--- src/rtl/kbr_pkg.sv ---
package kbr_pkg;

    localparam int BYTE_W    = 8;
    localparam int CODE_W    = 7;
    localparam int RPL_IDX_W = 2;

    typedef logic [BYTE_W-1:0]    byte_t;
    typedef logic [CODE_W-1:0]    code_t;
    typedef logic [RPL_IDX_W-1:0] rpl_idx_t;
    typedef logic [1:0]           tog_t;

    typedef enum logic [1:0] {
        CMD_IGNORE,
        CMD_IDENT,
        CMD_LAYOUT,
        CMD_LEDS
    } cmd_kind_e;

    typedef enum logic {
        RPL_IDENT,
        RPL_LAYOUT
    } reply_e;

    typedef struct packed {
        logic  valid;
        byte_t data;
    } push_t;

    typedef struct packed {
        logic  valid;
        logic  rel;
        code_t code;
    } key_evt_t;

    function automatic cmd_kind_e classify(input byte_t c);
        case (c)
            8'h01:        return CMD_IDENT;
            8'h07, 8'h0F: return CMD_LAYOUT;
            8'h0E:        return CMD_LEDS;
            default:      return CMD_IGNORE;
        endcase
    endfunction

    function automatic rpl_idx_t reply_last(input reply_e k);
        return (k == RPL_IDENT) ? rpl_idx_t'(2) : rpl_idx_t'(1);
    endfunction

    function automatic byte_t reply_byte(input reply_e k, input rpl_idx_t idx);
        if (k == RPL_IDENT) begin
            case (idx)
                2'd0:    return 8'hFF;
                2'd1:    return 8'h04;
                default: return 8'h7F;
            endcase
        end
        return (idx == 2'd0) ? 8'hFE : 8'h21;
    endfunction

    function automatic tog_t toggle_next(input tog_t s, input logic rel);
        return rel ? (s ^ 2'd2) : (s ^ 2'd1);
    endfunction

    function automatic logic toggle_pass(input tog_t ns, input logic rel);
        return rel ? (ns != 2'd3) : (ns != 2'd2);
    endfunction

    function automatic byte_t key_byte(input logic rel, input code_t code);
        return {rel, code};
    endfunction

endpackage

--- src/rtl/kbr_fifo.sv ---
module kbr_fifo
    import kbr_pkg::*;
#(
    parameter int DEPTH = 16
) (
    input  logic  clk,
    input  logic  rst,
    input  logic  flush,
    input  push_t push,
    input  logic  pop,
    output byte_t rd_data,
    output logic  rd_more,
    output logic  avail
);
    localparam int PTR_W = (DEPTH > 1) ? $clog2(DEPTH) : 1;
    localparam int CNT_W = $clog2(DEPTH + 1);
    localparam logic [CNT_W-1:0] FULL_CNT = CNT_W'(DEPTH);
    localparam logic [PTR_W-1:0] LAST_PTR = PTR_W'(DEPTH - 1);

    byte_t             mem [DEPTH];
    logic [PTR_W-1:0]  wr_q, rd_q;
    logic [CNT_W-1:0]  cnt_q, cnt_nx;
    logic              can_push, can_pop;

    function automatic logic [PTR_W-1:0] ptr_inc(input logic [PTR_W-1:0] p);
        return (p == LAST_PTR) ? '0 : p + 1'b1;
    endfunction

    always_comb begin
        can_pop  = pop && (cnt_q != '0);
        can_push = push.valid && !flush && (cnt_q != FULL_CNT);
        if (flush)
            cnt_nx = '0;
        else
            cnt_nx = cnt_q + CNT_W'(can_push) - CNT_W'(can_pop);
    end

    always_ff @(posedge clk) begin
        if (can_push)
            mem[wr_q] <= push.data;
    end

    always_ff @(posedge clk) begin
        if (rst) begin
            wr_q    <= '0;
            rd_q    <= '0;
            cnt_q   <= '0;
            rd_data <= '0;
            rd_more <= 1'b0;
        end else begin
            if (pop) begin
                rd_data <= can_pop ? mem[rd_q] : '0;
                rd_more <= (cnt_nx != '0);
            end
            if (flush) begin
                wr_q <= '0;
                rd_q <= '0;
            end else begin
                if (can_push) wr_q <= ptr_inc(wr_q);
                if (can_pop)  rd_q <= ptr_inc(rd_q);
            end
            cnt_q <= cnt_nx;
        end
    end

    assign avail = (cnt_q != '0);

    p_no_overflow_r8: assert property (@(posedge clk) disable iff (rst)
        (cnt_q == FULL_CNT && push.valid && !pop && !flush)
            |=> (cnt_q == FULL_CNT) && $stable(wr_q) && $stable(rd_q));

    p_empty_read_r9: assert property (@(posedge clk) disable iff (rst)
        (pop && cnt_q == '0 && !push.valid) |=> (rd_data == '0) && !rd_more);

    p_count_bound_r10: assert property (@(posedge clk) disable iff (rst)
        cnt_q <= FULL_CNT);

endmodule

--- src/rtl/kbr_cmd_seq.sv ---
module kbr_cmd_seq
    import kbr_pkg::*;
(
    input  logic  clk,
    input  logic  rst,
    input  logic  cmd_valid,
    input  byte_t cmd_byte,
    output logic  flush,
    output push_t push,
    output logic  busy
);
    logic      skip_q;
    logic      active_q;
    reply_e    kind_q;
    rpl_idx_t  idx_q;
    cmd_kind_e kind_now;
    logic      take_reply;

    always_comb begin
        kind_now   = classify(cmd_byte);
        take_reply = cmd_valid && !skip_q &&
                     (kind_now == CMD_IDENT || kind_now == CMD_LAYOUT);
        flush      = take_reply;
        push.valid = active_q && !take_reply;
        push.data  = reply_byte(kind_q, idx_q);
        busy       = active_q;
    end

    always_ff @(posedge clk) begin
        if (rst) begin
            skip_q   <= 1'b0;
            active_q <= 1'b0;
            kind_q   <= RPL_IDENT;
            idx_q    <= '0;
        end else begin
            if (cmd_valid) begin
                if (skip_q)
                    skip_q <= 1'b0;
                else if (kind_now == CMD_LEDS)
                    skip_q <= 1'b1;
            end
            if (take_reply) begin
                active_q <= 1'b1;
                kind_q   <= (kind_now == CMD_IDENT) ? RPL_IDENT : RPL_LAYOUT;
                idx_q    <= '0;
            end else if (active_q) begin
                if (idx_q == reply_last(kind_q)) begin
                    active_q <= 1'b0;
                    idx_q    <= '0;
                end else begin
                    idx_q <= idx_q + 1'b1;
                end
            end
        end
    end

    p_skip_once_r4: assert property (@(posedge clk) disable iff (rst)
        (skip_q && cmd_valid) |=> !skip_q && !$rose(active_q));

    p_reply_index_r2: assert property (@(posedge clk) disable iff (rst)
        active_q |-> (idx_q <= reply_last(kind_q)));

endmodule

--- src/rtl/kbr_key_fold.sv ---
module kbr_key_fold
    import kbr_pkg::*;
#(
    parameter int                          N_LOCKS    = 2,
    parameter logic [N_LOCKS*CODE_W-1:0]   LOCK_CODES = {7'h62, 7'h77}
) (
    input  logic     clk,
    input  logic     rst,
    input  key_evt_t evt,
    output push_t    push
);
    logic [N_LOCKS-1:0][1:0] tog_q;
    logic [N_LOCKS-1:0][1:0] tog_nx;
    logic [N_LOCKS-1:0]      hit;
    logic [N_LOCKS-1:0]      veto;

    for (genvar g = 0; g < N_LOCKS; g++) begin : g_lock
        assign hit[g]    = evt.valid && (evt.code == LOCK_CODES[g*CODE_W +: CODE_W]);
        assign tog_nx[g] = toggle_next(tog_q[g], evt.rel);
        assign veto[g]   = hit[g] && !toggle_pass(tog_nx[g], evt.rel);

        p_toggle_step_r7: assert property (@(posedge clk) disable iff (rst)
            hit[g] |=> tog_q[g] == ($past(tog_q[g]) ^ ($past(evt.rel) ? 2'd2 : 2'd1)));
    end

    always_ff @(posedge clk) begin
        if (rst) begin
            tog_q <= '0;
        end else begin
            for (int i = 0; i < N_LOCKS; i++)
                if (hit[i]) tog_q[i] <= tog_nx[i];
        end
    end

    always_comb begin
        push.valid = evt.valid && (veto == '0);
        push.data  = key_byte(evt.rel, evt.code);
    end

endmodule

--- src/rtl/kbr_responder.sv ---
module kbr_responder
    import kbr_pkg::*;
#(
    parameter int                        DEPTH      = 16,
    parameter int                        N_LOCKS    = 2,
    parameter logic [N_LOCKS*CODE_W-1:0] LOCK_CODES = {7'h62, 7'h77}
) (
    input  logic       clk,
    input  logic       rst,
    input  logic       cmd_valid,
    input  logic [7:0] cmd_byte,
    input  logic       key_valid,
    input  logic [6:0] key_code,
    input  logic       key_release,
    input  logic       pop,
    output logic [7:0] rd_data,
    output logic       rd_more,
    output logic       data_avail
);
    logic     seq_flush, seq_busy;
    push_t    seq_push, key_push, q_push;
    key_evt_t evt;

    assign evt = '{valid: key_valid, rel: key_release, code: key_code};

    kbr_cmd_seq u_seq (
        .clk       (clk),
        .rst       (rst),
        .cmd_valid (cmd_valid),
        .cmd_byte  (cmd_byte),
        .flush     (seq_flush),
        .push      (seq_push),
        .busy      (seq_busy)
    );

    kbr_key_fold #(
        .N_LOCKS    (N_LOCKS),
        .LOCK_CODES (LOCK_CODES)
    ) u_keys (
        .clk  (clk),
        .rst  (rst),
        .evt  (evt),
        .push (key_push)
    );

    always_comb begin
        if (seq_push.valid)
            q_push = seq_push;
        else if (key_push.valid && !seq_busy && !seq_flush)
            q_push = key_push;
        else
            q_push = '0;
    end

    kbr_fifo #(.DEPTH(DEPTH)) u_fifo (
        .clk     (clk),
        .rst     (rst),
        .flush   (seq_flush),
        .push    (q_push),
        .pop     (pop),
        .rd_data (rd_data),
        .rd_more (rd_more),
        .avail   (data_avail)
    );

    // R3 shares this flush path with R2
    p_flush_empties_r2: assert property (@(posedge clk) disable iff (rst)
        seq_flush |=> !data_avail);

endmodule

--- config.mk ---
export PLATFORM = sky130hd
export DESIGN_NAME = kbr_responder
export DESIGN_NICKNAME = d
export VERILOG_FILES = /design/src/rtl/kbr_pkg.sv /design/src/rtl/kbr_fifo.sv /design/src/rtl/kbr_cmd_seq.sv /design/src/rtl/kbr_key_fold.sv /design/src/rtl/kbr_responder.sv
export SDC_FILE = /design/constraint.sdc
export NUM_CORES = 1
export LEC_CHECK = 0
export BUFFER_PORTS_ARGS = -buffer_cell sky130_fd_sc_hd__clkbuf_2
export CAP_MARGIN = 10
export CORE_MARGIN = 5
export CORE_UTILIZATION = 50
export CTS_BUF_LIST = sky130_fd_sc_hd__clkbuf_8
export DETAILED_ROUTE_END_ITERATION = 8
export GPL_TIMING_DRIVEN = 0
export PLACE_DENSITY_LB_ADDON = 0.05
export SYNTH_ARGS = -nofsm -noshare
export SYNTH_HDL_FRONTEND = slang
export SYNTH_SLANG_ARGS = --single-unit
--- constraint.sdc ---
create_clock -name clk -period 3.45 [get_ports clk]
set_input_delay 0.345 -clock clk [delete_from_list [all_inputs] [get_ports clk]]
set_output_delay 0.345 -clock clk [all_outputs]
set_load 0.05 [all_outputs]
**Word level (Yosys, flattened, before mapping)**

Memory sizes are Yosys's and may differ from the RTL's. A register that Yosys moved wholly into a read port is not among the register bits.
Index checks and enable logic that the tools add are counted.
W data, S select, Z words.

- Add/subtract/negate cells: 5
- Equality and inequality tests: 18
- Reduce and logical (&&, ||, !) cells: 25
- Bitwise logic cells: 4
- Multiplexer cells: 26

Operators by type and width:

| kind | number |
|---|---|
| $mux W8 | 3 |
| $mux W9 | 2 |
| $eq A8 B4 Y1 const B | 2 |
| $mux W4 | 4 |
| $pmux W8 S2 | 1 |
| $eq A7 B7 Y1 const B | 2 |
| $logic_and A1 B1 Y1 | 13 |
| $mux W1 | 10 |
| $reduce_bool A5 Y1 | 2 |
| $add A4 B1 Y4 const B | 2 |
| $eq A4 B4 Y1 const B | 2 |
| $eq A8 B1 Y1 const B | 1 |
| $eq A8 B3 Y1 const B | 1 |
| $mux W2 | 4 |
| $ne A2 B2 Y1 const B | 4 |
| $pmux W2 S3 | 1 |
| $add A5 B1 Y5 | 1 |
| $logic_not A1 Y1 | 5 |
| $mux W5 | 1 |
| $ne A5 B5 Y1 const B | 1 |
| $sub A5 B1 Y5 | 1 |
| $eq A2 B1 Y1 const B | 2 |
| $eq A2 B2 Y1 const B | 2 |
| $logic_not A2 Y1 | 2 |
| other kinds (5) | 9 |

- Register bits: 31
- Output and inout port bits: 10
- Logic and storage cells: 90
- Bits in writable memories: 128
- Memories: 1
- Input port bits: 21

Memories:

| memory | depth | width | read ports | clocked after Yosys merged registers in | wr ports | line | text |
|---|---|---|---|---|---|---|---|
| u_fifo.mem | 16 | 8 | 1 | 1 | 1 | kbr_fifo.sv:20 | `byte_t mem [DEPTH];` |

**Depth between registers and ports, before layout**

Gate-level depths: netlist of the first run.

- Depth in word-level cells: 18
- Depth in mapped cells: 18
- Mapped depth without buffers: 16

**Modules after synthesis**

From an unflattened synthesis of the first run, not the netlist that was laid out.

- Cell total of the unflattened synthesis: 436
- Area, all modules: 7021.7 um2

By module, submodules not included:

| module | area each (um2) | cells an instance | instances | sequential area each (um2) |
|---|---|---|---|---|
| kbr_fifo | 6139.6 | 336 | 1 | 4364.2 |
| kbr_cmd_seq | 387.9 | 44 | 1 | 100.1 |
| kbr_key_fold | 336.6 | 37 | 1 | 80.1 |
| kbr_responder | 157.7 | 19 | 1 | 0.0 |

**Worst setup path before layout of the first run**

Ideal clock, no wire load.

- Path kind: in2reg
- Start: input port cmd_byte[7]
- End: register u_fifo.rd_more
- Cell stages on the path: 18
- Buffers on the path: 2
- Slack: -0.250 ns
- Required time: 3.327 ns
- Arrival: 3.577 ns
- Library setup time: 0.123 ns
- Path through: or4_1 -> or2_2 -> ha_1 -> or3b_1 -> buf_6 -> and2_4 -> o21a_1 -> buf_6 -> o21ai_0 -> nor2_1 -> ha_1 -> inv_1 -> fa_1 -> nand2b_1 -> a21oi_1 -> o21a_1 -> nor3_1 -> o21ai_0

- Word-level cells in the longest chain between the ends: 16
- Elaborated cells on any way between the ends: 21
- Classes of those cells: add/sub (2); eq/ne (6); mux (4); reduce/logical (9)

Ends and longest elaborated chain:

| element | line | text |
|---|---|---|
| from (decl) | kbr_responder.sv:11 | `input logic [7:0] cmd_byte,` |
| $eq A8 B3 Y1 / $eq A8 B4 Y1 (equally long branches) | kbr_pkg.sv:36 | `case (c)` |
| $reduce_or A2 Y1 | kbr_pkg.sv:36 |  |
| $pmux W2 S3 * | kbr_pkg.sv:36 |  |
| $eq A2 B1 Y1 / $eq A2 B2 Y1 (equally long branches) | kbr_cmd_seq.sv:22 | `(kind_now == CMD_IDENT \|\| kind_now == CMD_LAYOUT);` |
| $logic_or A1 B1 Y1 * | kbr_cmd_seq.sv:22 |  |
| $logic_and A1 B1 Y1 * | kbr_cmd_seq.sv:21 | `take_reply = cmd_valid && !skip_q &&` |
| $logic_not A1 Y1 * | kbr_fifo.sv:31, kbr_cmd_seq.sv:24, kbr_responder.sv:49 |  |
| $logic_and A1 B1 Y1 | kbr_responder.sv:49 | `else if (key_push.valid && !seq_busy && !seq_flush)` |
| $mux W9 | kbr_responder.sv:49 |  |
| $mux W9 | kbr_responder.sv:47 | `if (seq_push.valid)` |
| $logic_and A1 B1 Y1 * (2 in a row) | kbr_fifo.sv:31 | `can_push = push.valid && !flush && (cnt_q != FULL_CNT);` |
| net u_fifo.can_push | kbr_fifo.sv:23 | `logic can_push, can_pop;` |
| $add A5 B1 Y5 * | kbr_fifo.sv:35 | `cnt_nx = cnt_q + CNT_W'(can_push) - CNT_W'(can_pop);` |
| $sub A5 B1 Y5 * | kbr_fifo.sv:35 |  |
| $mux W5 * | kbr_fifo.sv:32 | `if (flush)` |
| $reduce_bool A5 Y1 * | kbr_fifo.sv:53 | `rd_more <= (cnt_nx != '0);` |
| to (signal assigned) | kbr_fifo.sv:53 |  |
| to (decl) | kbr_fifo.sv:12 | `output logic rd_more,` |

The timed path passes the listed nets; every way through them passes the cells marked *.
A chain may end at the register's enable or synchronous reset.

**Final worst setup path of the first run**

- Start: input port cmd_byte[4]
- End: register u_fifo.rd_more

The elaborated chain is that of the path after synthesis.

==> results.txt, run 1 <==
Leaving out filler cells and counting taps, the final layout contains 701. The run gives 0 as the hold-fix buffer count after cts. For the total number of vias, the log shows 3976. The run gives 3.63 ns as the arrival time of the worst setup path. The global routing usage summed across all routing layers came out at 18.1%.

For the final worst setup slack, the log shows 0.164 ns. Dividing the detail-routed wire length by the instance count gives 19.7 um. The most common cell after layout, fill and taps aside is edfxtp_1. The count of endpoints failing hold in the final timing report is 0, and the fill cell total of the finished layout is 1078. The tools report the synthesized netlist net count as 498. After layout, the worst path uses 95.3% of the clock period.

The insertion delay of the later-clocked pin in the worst-skew pair was 0.45 ns. The number of antenna violations at the first check in global routing was 0. The detailed router finished its first iteration with 244 violations. The sum of internal, switching and leakage power was 4600 uW. Static timing analysis puts the maximum clock frequency at 304 MHz. The number of flops mapped to enable cells by yosys came out at 128. The worst setup path is captured at a flop. The internal power of the cells totals 3280 uW. The run gives 17 as the number of CTS-inserted buffers. Critical path launch point type: an input pin.

Of the total synthesized cell area, the portion taken by full adders, half adders and majority gates is 3.05%. The cell type of the slowest stage on the worst timing path was or4_4. The smallest clock period supported by the final layout is computed as 3.29 ns. In this run, flip-flops and latches consume 49.9% of the power.

The main combinational cell family by area after synthesis is multiplexers. The maximum number of pins on one net before global-route repair was 17; the proportion of power drawn by combinational gates was 20.0%. Routability-driven placement finished with a final weighted congestion of 0.808.

In this run the horizontal extent of the chip is 127 um. The die covers 16100 um^2. The run gives 0 as the global route total overflow.

The number of pins with negative max-slew slack in the final report was 0; the final cell utilization of the core was 57.6%. For the net switching component of the power, the log shows 1320 uW. Relative to the synthesized area, the layout overhead comes to 12.3%. The peak supply drop is 305 uV, and the post-place instance area is 7240 um^2. The detail route stage leaves a number of antenna-violating nets equal to 0. Largest fanout of any net on the critical path: 10. The post-route netlist has 19.6% of its cells at a drive strength greater than 1. Setup repair after global routing left no endpoint under its margin. Gates resized during post-CTS repair numbered 0. The boundary pin count is 31. In this run the static leakage power is 0.00256 uW. The number of buffers on the longest clock path was 2; the area share of and/or/nand/nor cells after synthesis was 7.49%. The dominant register cell in the synthesized netlist is edfxtp_1.

The logs give 16.9% for the worst relative slew slack and 3.79 ns for the worst endpoint required time. The tools report the minimum setup slack after placement as -0.359 ns. Of the total synthesized cell area, the portion taken by XOR and XNOR cells is 1.28%. Synthesis inferred 163 register bits. For the number of setup buffers added after CTS, the log shows 0. The fraction of synthesized area in multiplexers is 9.99%, and the per-instance average area after synthesis is 14.8 um^2.

After floorplanning, the core was divided into 42 placement rows. The clock network fraction of design power is 30.2%, and the count of maximum capacitance violations is 0. For the footprint of the multi-input gates, the log shows 2140 um^2.

Setup violations remaining at the end of the flow were counted as 0. TritonCTS built the clock tree. Number of search-and-repair iterations in the first detailed-routing pass: 5. The repair_antennas step left the layout with diodes totalling 0. The type of the worst setup path is in2reg. Registers take 4540 um^2. The run gives 0.0115 ns as the setup skew after layout. The core area was 13300 um^2. Once detailed placement completed, the half-perimeter wirelength came to 9440 um. Final routed DRC violation total: 0. Walking the worst path, the cells encountered are clkbuf_2, or4_4, or2_4, ha_4, or3b_1, buf_6, and2_4, o21a_1, buf_6, o21ai_1, nor2_1, ha_2, inv_2, fa_2, nand2b_4, a21oi_2, o21a_1, nor3_2, o21ai_1. Number of warnings issued by yosys: 0.

The die is 127 um tall. The tree is rooted in a clkbuf_8. Counting tap cells, the placed design contains a total of 668 instances.

The proportion of total power due to net switching is 28.7%. The path class of the tightest hold or removal check is in2reg. In this run the tool buffered the top-level ports with 29 buffer cells. In the routed layout, each cell is associated on average with a via count of 5.67. The tree built by TritonCTS fans out to 163 sinks.

After detailed routing, the total wire length is 13800 um. The tools report the distinct cell type count of the synthesized netlist as 51. Of all flip-flops after synthesis, the portion carrying an async set or reset was 0%. The clock slew seen by the registers of the worst setup and hold paths was 0.08 ns; the initial cell density of the core was 51.3%.

With fillers left out, the area of the finished cells amounts to 7650 um^2. For the final net count, the log shows 549. The delay of the slowest cell on the worst path is 0.53 ns, and the first-pass GRT wire length is 21400 um. The cell area that synthesis handed to floorplanning was 6820 um^2. The via count of the first global-routing pass is 3950, and the slew at the pin closest to its max-slew limit is 1.25 ns. The synthesized netlist devotes 8.88% of its cell area to compound gates. The H-tree generated during clock tree synthesis spans 4 levels.

In the layout the commonest cells are edfxtp_1, dfxtp_1, mux2i_1. The gate count after technology mapping was 461; the power density of the placed cells was 601 nW/um^2. The post-synthesis sequential area ratio came out at 66.7%.

The run finished with clean final reports.
[final timing paths]
kind / from / to / slack, ns / depth (start not counted)
min reg2reg: u_fifo.rd_data[7] / u_fifo.rd_data[7] / 0.46 / 2
max: cmd_byte[4] / u_fifo.rd_more / 0.16 / 19
max reg2reg: u_fifo.cnt_q[2] / u_fifo.rd_more / 0.25 / 15
min: cmd_valid / u_seq.skip_q / 0.16 / 3
[layer usage]
metal	vias to the layer above	global-route usage, %	routed length [um]
met5	-	0	0
met2	91	28.6	6730
met1	1983	24.2	6250
li1	1886	-	-
met4	0	7.19	249
met3	16	4.29	605
[stage by stage]
| stage | TNS [ns] | hold slack [ns] |
|---|---|---|
| after global routing | 0 | 0.181 |
| final | 0 | 0.164 |
| after CTS | 0 | 0.146 |
| after global placement | -10.42 | 0.442 |
| after floorplan | -0.00126 | 0.466 |
| after detailed placement | -6.82 | 0.442 |
[cell families after synthesis]
| family | Yosys count |
|---|---|
| flops | 163 |
| simple gates | 99 |
| xor+xnor | 10 |
| buf+inv | 40 |
| fa+ha+maj | 16 |
| mux | 48 |
| compound gates | 85 |
[registers in the layout, indices dropped and copies added, names as in the netlist, named ones only]
signal / flops
u_fifo.rd_q: 4
u_fifo.wr_q: 4
u_seq.skip_q: 1
u_seq.idx_q: 2
u_fifo.rd_data: 8
u_fifo.mem: 128
u_seq.busy: 1
u_seq.kind_q: 1
u_fifo.cnt_q: 5
u_fifo.rd_more: 1
u_keys.tog_q: 4
[power by group through the flow]
| stage | clock network (uW) | registers [uW] | logic [uW] |
|---|---|---|---|
| 3_3_place_gp | 0 | 2330 | 893 |
| 2_1_floorplan | 0 | 2430 | 586 |
| 5_1_grt | 1500 | 2310 | 1010 |
| 6_report | 1390 | 2290 | 918 |
| 4_1_cts | 1410 | 2290 | 914 |
| 3_5_place_dp | 0 | 2340 | 912 |
[cell type report]
type | count | share of cell area [%]
plain buffers | 21 | 1.42
flip-flops and latches | 163 | 59.4
clock inverters | 15 | 2.17
inverters | 19 | 0.932
well taps | 176 | 2.88
repair buffers | 32 | 2.16
multi-input cells | 258 | 28.0
clock buffers | 17 | 3.06
[synth_stat cells (2+ instances only)]
master / instances / area (um^2)
o2111ai_1: 6 / 52.6
nand2b_1: 6 / 37.5
nor2b_1: 3 / 18.8
or4b_2: 2 / 20.0
nor2_1: 28 / 105
edfxtp_1: 128 / 3840
buf_6: 3 / 33.8
nand4_1: 3 / 18.8
nand3_1: 5 / 25.0
buf_2: 5 / 25.0
ha_1: 15 / 188
clkbuf_1: 9 / 33.8
or3_1: 3 / 18.8
a32oi_1: 8 / 70.1
xnor2_1: 5 / 43.8
nor3_1: 14 / 70.1
mux4_2: 16 / 360
nand3b_1: 2 / 15.0
o21ai_0: 7 / 35.0
a22oi_1: 24 / 180
o21a_1: 2 / 15.0
buf_1: 3 / 11.3
a21oi_1: 18 / 90.1
inv_1: 19 / 71.3
a21o_1: 6 / 45.0
mux2i_1: 32 / 320
a211oi_1: 2 / 15.0
nand2_1: 22 / 82.6
or4_1: 2 / 15.0
xor2_1: 5 / 43.8
o211ai_1: 4 / 30.0
dfxtp_1: 35 / 701
[critical path: cells and delay by family]
family | cells | cell delay, ns
AND/OR/NAND/NOR | 7 | 1.65
adder cells (fa/ha/maj) | 3 | 0.67
AO/OA/AOI/OAI | 5 | 0.55
buffers and inverters | 4 | 0.41
(Power assumes the default switching activity.)
==> run 2: changes to the inputs <==
--- a/config.mk
+++ b/config.mk
@@ -12,6 +12,7 @@
 export CTS_BUF_LIST = sky130_fd_sc_hd__clkbuf_8
 export DETAILED_ROUTE_END_ITERATION = 8
 export GPL_TIMING_DRIVEN = 0
+export MAX_ROUTING_LAYER = met4
 export PLACE_DENSITY_LB_ADDON = 0.05
 export SYNTH_ARGS = -nofsm -noshare
 export SYNTH_HDL_FRONTEND = slang
==> results.txt, run 2 (synthesized netlist as in run 1, its figures left out) <==
The flow ran to the end, and the final reports show no timing, DRC or antenna violations. The final critical path takes up 95.1% of the cycle. Relative to the synthesized area, the layout overhead comes to 12.3%. The run gives 0 as the hold-fix buffer count after cts. For the number of antenna violations at the first check in global routing, the log shows 0. Measured on the finished design, the core utilization comes to 57.6%. For this block, the initial DRC count from the detailed router was 336. The count of endpoints failing setup in the final report was 0. The initial utilization of the core area, before any placement, comes to 51.3%.

Setup repair after global routing left no endpoint under its margin. Leaving out fill and tap cells, the most frequent cell in the layout is edfxtp_1. For this block, the routed nets add up to 13900 um of wire.

The proportion of power drawn by combinational gates was 20.0%. The largest fanout of any net on the critical path works out to 10. Global routing used 18.6% of the available tracks across all layers. TritonCTS built the clock tree.

Of the cells placed in the final design, the portion with a size suffix greater than 1 is 19.6%. No sink is reached through more buffers than the 2 on the longest clock path. The path class of the tightest hold or removal check is in2reg. Net switching is 28.6% of the power. Buffers inserted during clock tree synthesis total 17. Quantity of I/O buffers inserted on ports: 29. The endpoint type of the worst setup path was a flop. The time the final worst path needs with I/O delays and setup is 3.28 ns. The number of placed instances, taps included, is 668. Before antenna repair, the detailed router went through 5 iterations. The final setup TNS was 0 ns; the worst relative slew slack was 17.7%. The sum of internal, switching and leakage power is 4590 uW.

The power density of the placed cells was 600 nW/um^2; the sequential power share was 50.0%. In this run the power spent charging and discharging nets is 1310 uW. The type of the worst setup path is in2reg. The first global-routing pass estimated 21400 um of wire. After detailed placement, the total cell area comes to 7240 um^2.

Vertical extent of the die: 127 um. The tools report the number of pins with negative max-slew slack in the final report as 0. Critical path launch point type: an input pin.

The via count of the first global-routing pass was 3941. For the count of endpoints failing hold in the final timing report, the log shows 0. The last weighted congestion value of the routability-driven placer is 0.819, and the worst endpoint required time is 3.79 ns. The post-DP HPWL is 9440 um. For this run, the post-layout net count is 549. Number of vias per cell after detailed routing: 5.69. The top cell types in the final layout, fill and taps aside, are edfxtp_1, dfxtp_1, mux2i_1. The register bank with the most flops was u_fifo.mem. Clock root buffer: clkbuf_8. For the CTS H-tree depth, the log shows 4.

The run gives 17 as the maximum number of pins on one net before global-route repair. VDD sags by at most 306 uV. Row generation in the floorplan step produced 42 rows. After detailed routing, the number of remaining DRC violations is 0. The logs give 0.45 ns for the insertion delay of the later-clocked pin in the worst-skew pair and 701 for the number of standard cells in the layout, taps in and fillers out.

The register with the most flip-flops in the layout has 128 of them. For the worst setup path, the data arrival time is 3.62 ns. The static leakage power was 0.00256 uW; the die outline width was 127 um.

For the pin with the worst max-slew slack, the measured transition is 1.22 ns. For the total number of vias, the log shows 3986. Once detail routing completed, the nets flagged for antenna violations numbered 0. The clock drives 163 sinks. The clock network fraction of design power was 30.1%.

The tools report the boundary pin count as 31. The largest registers in the layout are u_fifo.mem x128, u_fifo.rd_data x8, u_fifo.cnt_q x5. 0 antenna diodes ended up in the layout. The logs give 0 for the count of maximum capacitance violations and 0.0124 ns for the setup skew after layout. The timing-limited maximum frequency is 305 MHz. The internal portion of total power came out at 3280 uW. The clock slew seen by the registers of the worst setup and hold paths was 0.08 ns; the total die area was 16100 um^2. The area of all placed cells without fillers is 7650 um^2.

Global routing finished with a remaining overflow of 0. The final routed wire length divided by cell count is 19.8 um, and the core area is 13300 um^2.
[run 2: cell counts in the layout (fill, tap and decap cells not counted)]
No cell type changed its count.
[run 2: cell type report]
type                    count  area [um^2]
fillers                  1078         5640
flip-flops and latches    163         4540
multi-input cells         258         2140
clock buffers              17          234
well taps                 176          220
clock inverters            15          166
repair buffers             32          165
plain buffers              21          109
inverters                  19         71.3
[run 2: critical path, stage by stage]
cell      delay, ns
clkbuf_2       0.08
or4_4          0.53
or2_4          0.26
ha_4           0.24
or3b_1         0.36
buf_6          0.15
and2_4         0.14
o21a_1         0.10
buf_6          0.13
o21ai_1        0.11
nor2_1         0.09
ha_2           0.22
inv_2          0.05
fa_2           0.20
nand2b_4       0.12
a21oi_2        0.05
o21a_1         0.20
nor3_2         0.15
o21ai_1        0.08
[run 2: worst paths after layout]
| path | startpoint | endpoint | slack (ns) | cells past startpoint |
|---|---|---|---|---|
| min | cmd_valid | u_seq.skip_q | 0.17 | 3 |
| max reg2reg | u_fifo.cnt_q[2] | u_fifo.rd_more | 0.26 | 15 |
| max | cmd_byte[4] | u_fifo.rd_more | 0.17 | 19 |
| min reg2reg | u_fifo.rd_data[7] | u_fifo.rd_data[7] | 0.47 | 2 |
[run 2: power groups by stage]
| stage | registers [uW] | logic (uW) | clock network (uW) |
|---|---|---|---|
| after global placement | 2330 | 893 | 0 |
| after floorplan | 2430 | 586 | 0 |
| after detailed placement | 2340 | 912 | 0 |
| final | 2290 | 916 | 1380 |
| after CTS | 2290 | 914 | 1410 |
| after global routing | 2310 | 1010 | 1510 |
[run 2: repair_timing]
| item | in CTS | in global routing |
|---|---|---|
| gates resized for setup | 0 | 2 |
| buffers inserted | 0 | 0 |
| endpoints found under the setup margin | 0 | 1 |
[run 2: layer usage]
metal	track usage (%)	share of wire, %	vias to the layer above
met5	-	0	-
li1	-	-	1885
met1	24.4	45	1971
met3	4.46	4.7	16
met2	28.7	49	114
met4	6.44	1.8	0
[run 2: metrics by stage]
stage                     setup slack (ns)  hold WS (ns)
after CTS                           0.0673         0.146
after global routing               0.00527         0.178
final                                0.169         0.166
after detailed placement            -0.359         0.442
after floorplan                   -0.00126         0.466
after global placement              -0.387         0.442
==> run 3: changes to the inputs <==
==> constraint.sdc (replaced) <==
create_clock -name clk -period 3.7 [get_ports clk]
set_input_delay 0.37 -clock clk [delete_from_list [all_inputs] [get_ports clk]]
set_output_delay 0.37 -clock clk [all_outputs]
set_load 0.05 [all_outputs]
==> results.txt, run 3 (synthesized netlist as in run 1, its figures left out) <==
The flow ran to the end, and the final reports show no timing, DRC or antenna violations. The vertical extent of the die was 127 um. For the boundary pin count, the log shows 31. In the final design database the tool counted 553 nets. The global routing met1 resource utilization was 24.2%.

Across all hold checks on the routed design, the worst slack comes to 0.196 ns. The run gives 1085 as the fill cell total of the finished layout. The most common cell after layout, fill and taps aside was edfxtp_1. The run gives 51.3% as the initial cell density of the core. The number of pins with negative max-slew slack in the final report is 0. After detailed routing, the number of vias per cell comes to 5.67. The clock tree synthesis step divided the H-tree into 4 levels. The path class of the tightest hold or removal check is in2reg. The final worst-path cycle share is 96.5%.

The time the final worst path needs with I/O delays and setup was 3.57 ns; the via count of the first global-routing pass was 4148. The final cell utilization of the core is 57.3%, and the fraction of layout instances using a drive strength above 1 is 19.5%. The setup check on the worst reg-to-reg path leaves a slack of 0.36 ns.

The total number of vias is 3990. The number of core rows is 42, and the routing usage on met3 is 3.83%. The tools report the static leakage power as 0.00255 uW. Ranked by flip-flop count, first place goes to u_fifo.mem. The register with the most flip-flops in the layout has 128 of them. The clock arrives with 0.00932 ns of skew. The logs give 0 for the number of antenna violations at the first check in global routing and 13300 um^2 for the core area.

Power density of the placed cells: 548 nW/um^2. The timing-limited maximum frequency came out at 280 MHz. The count of endpoints failing setup in the final report is 0. STA puts the critical path data arrival time at 3.96 ns. Adding up every negative setup slack in the final design gives 0 ns.

In the global route stage, overall resource usage came out at 19.4%. CTS saw 163 sinks. TritonCTS built the clock tree.

STA classifies the critical path startpoint as an input pin. For the pin with the worst max-slew slack, the measured transition is 1.29 ns. The clock passes through at most 2 buffers. The tree is rooted in a clkbuf_8. Worst relative slew slack: 13.4%. Entering global routing, the biggest net connects 17 pins. The worst setup path is captured at a flop. The first-pass GRT wire length is 22200 um, and the largest fanout of any net on the critical path is 10.

The number of cells on the worst reg-to-reg path was 15; the final routed wire length divided by cell count was 20.4 um. By startpoint and endpoint, the worst setup path is classified as in2reg. At the later pin of the worst-skew pair, clock insertion delay measures 0.46 ns. Summed over all layers, the global routing overflow is 0. In the routed design, unresolved DRC markers number 0. After global routing, the most crowded layer is met2.

The hold-fix buffer count after cts was 0; the count of endpoints failing hold in the final timing report was 0. The die is 127 um wide. In the final layout, the registers with the most flip-flops are u_fifo.mem x128, u_fifo.rd_data x8, u_fifo.cnt_q x5.

Termination of the worst setup path: u_fifo.rd_more. The peak supply drop is 285 uV, and the final antenna diode count is 0. The congestion estimate from routability-driven global placement came to 0.789.

Across the run, the number of max-cap violations was 0. The routed wire length came out at 14300 um. The area growth from synthesis to layout is 11.8%. Detailed placement ended at an HPWL of 9710 um. In this run the critical register-to-register path is launched from u_fifo.cnt_q[2]. The logs give 311 for the violation count after the first detailed-route iteration and 4.09 ns for the worst endpoint required time.

Leaving out fill and tap cells, the most frequent cells in the layout are edfxtp_1, dfxtp_1, mux2i_1. The clock slew seen by the registers of the worst setup and hold paths is 0.08 ns, and the total die area is 16100 um^2. The count of nets left with antenna violations once routing finished came out at 0.

TritonCTS created 17 clock buffers. The count of buffers added on input and output ports is 29. The number of search-and-repair iterations in the first detailed-routing pass came out at 4. Tracing the worst setup path back leads to its startpoint at cmd_byte[1]. The global-route track usage on met2 was 30.9%.

In this run the critical register-to-register path is captured at u_fifo.rd_more.
==> run 3: what timing repair did <==
| action | CTS | global route |
|---|---|---|
| resized for setup | 0 | 2 |
| buffers inserted | 0 | 3 |
| setup endpoints to repair | 0 | 1 |
==> run 3: worst min-delay path by stage <==
stage / from / to / slack, ns / cells past startpoint
after floorplan: u_seq.skip_q / u_seq.skip_q / 0.47 / 2
after global placement: u_fifo.rd_data[1] / u_fifo.rd_data[1] / 0.44 / 2
after detailed placement: u_fifo.rd_data[6] / u_fifo.rd_data[6] / 0.45 / 2
after CTS: cmd_valid / u_seq.skip_q / 0.17 / 3
after global routing: cmd_valid / u_seq.skip_q / 0.21 / 3
final: cmd_valid / u_seq.skip_q / 0.20 / 3
==> run 3: worst max-delay path: stages <==
cell      delay (ns)
clkbuf_2        0.09
or4b_2          0.67
a21oi_2         0.18
ha_1            0.26
or3b_1          0.39
buf_6           0.15
and2_4          0.16
o21a_1          0.10
buf_6           0.13
o21ai_0         0.14
nor2_1          0.10
ha_2            0.23
inv_1           0.08
fa_2            0.21
nand2b_1        0.10
a21oi_1         0.08
nor3_1          0.26
nor3_2          0.08
o21ai_0         0.16
==> run 3: layout make-up <==
class                      count  area (um^2)  share of cell area (%)
clock inverter                14          130                    1.71
timing repair buffer          36          198                    2.59
buffer                        21          109                    1.43
clock buffer                  17          234                    3.07
tap                          176          220                    2.89
sequential                   163         4540                    59.6
multi-input combinational    258         2110                    27.7
inverter                      19         71.3                   0.936
==> run 3: per-stage QoR <==
step | power, uW | instance area [um^2] | instances | setup slack (ns)
after global placement | 2970 | 7190 | 666 | -0.352
after detailed placement | 3000 | 7210 | 668 | -0.377
after floorplan | 2780 | 6830 | 461 | 0.00425
after CTS | 4190 | 7570 | 699 | 0.105
final | 4180 | 7620 | 704 | 0.130
after global routing | 4390 | 7620 | 704 | -0.00475
==> run 3: metal layers <==
metal	vias to the layer above	routed length, um
li1	1893	-
met1	1999	6360
met2	71	7150
met3	27	435
met4	0	395
met5	-	0
==> run 3: report_power, final <==
part | switching, uW | internal, uW | leakage [uW]
Clock | 663 | 537 | 0.000184
Sequential | 56.6 | 2080 | 0.00146
Combinational | 528 | 311 | 0.000902
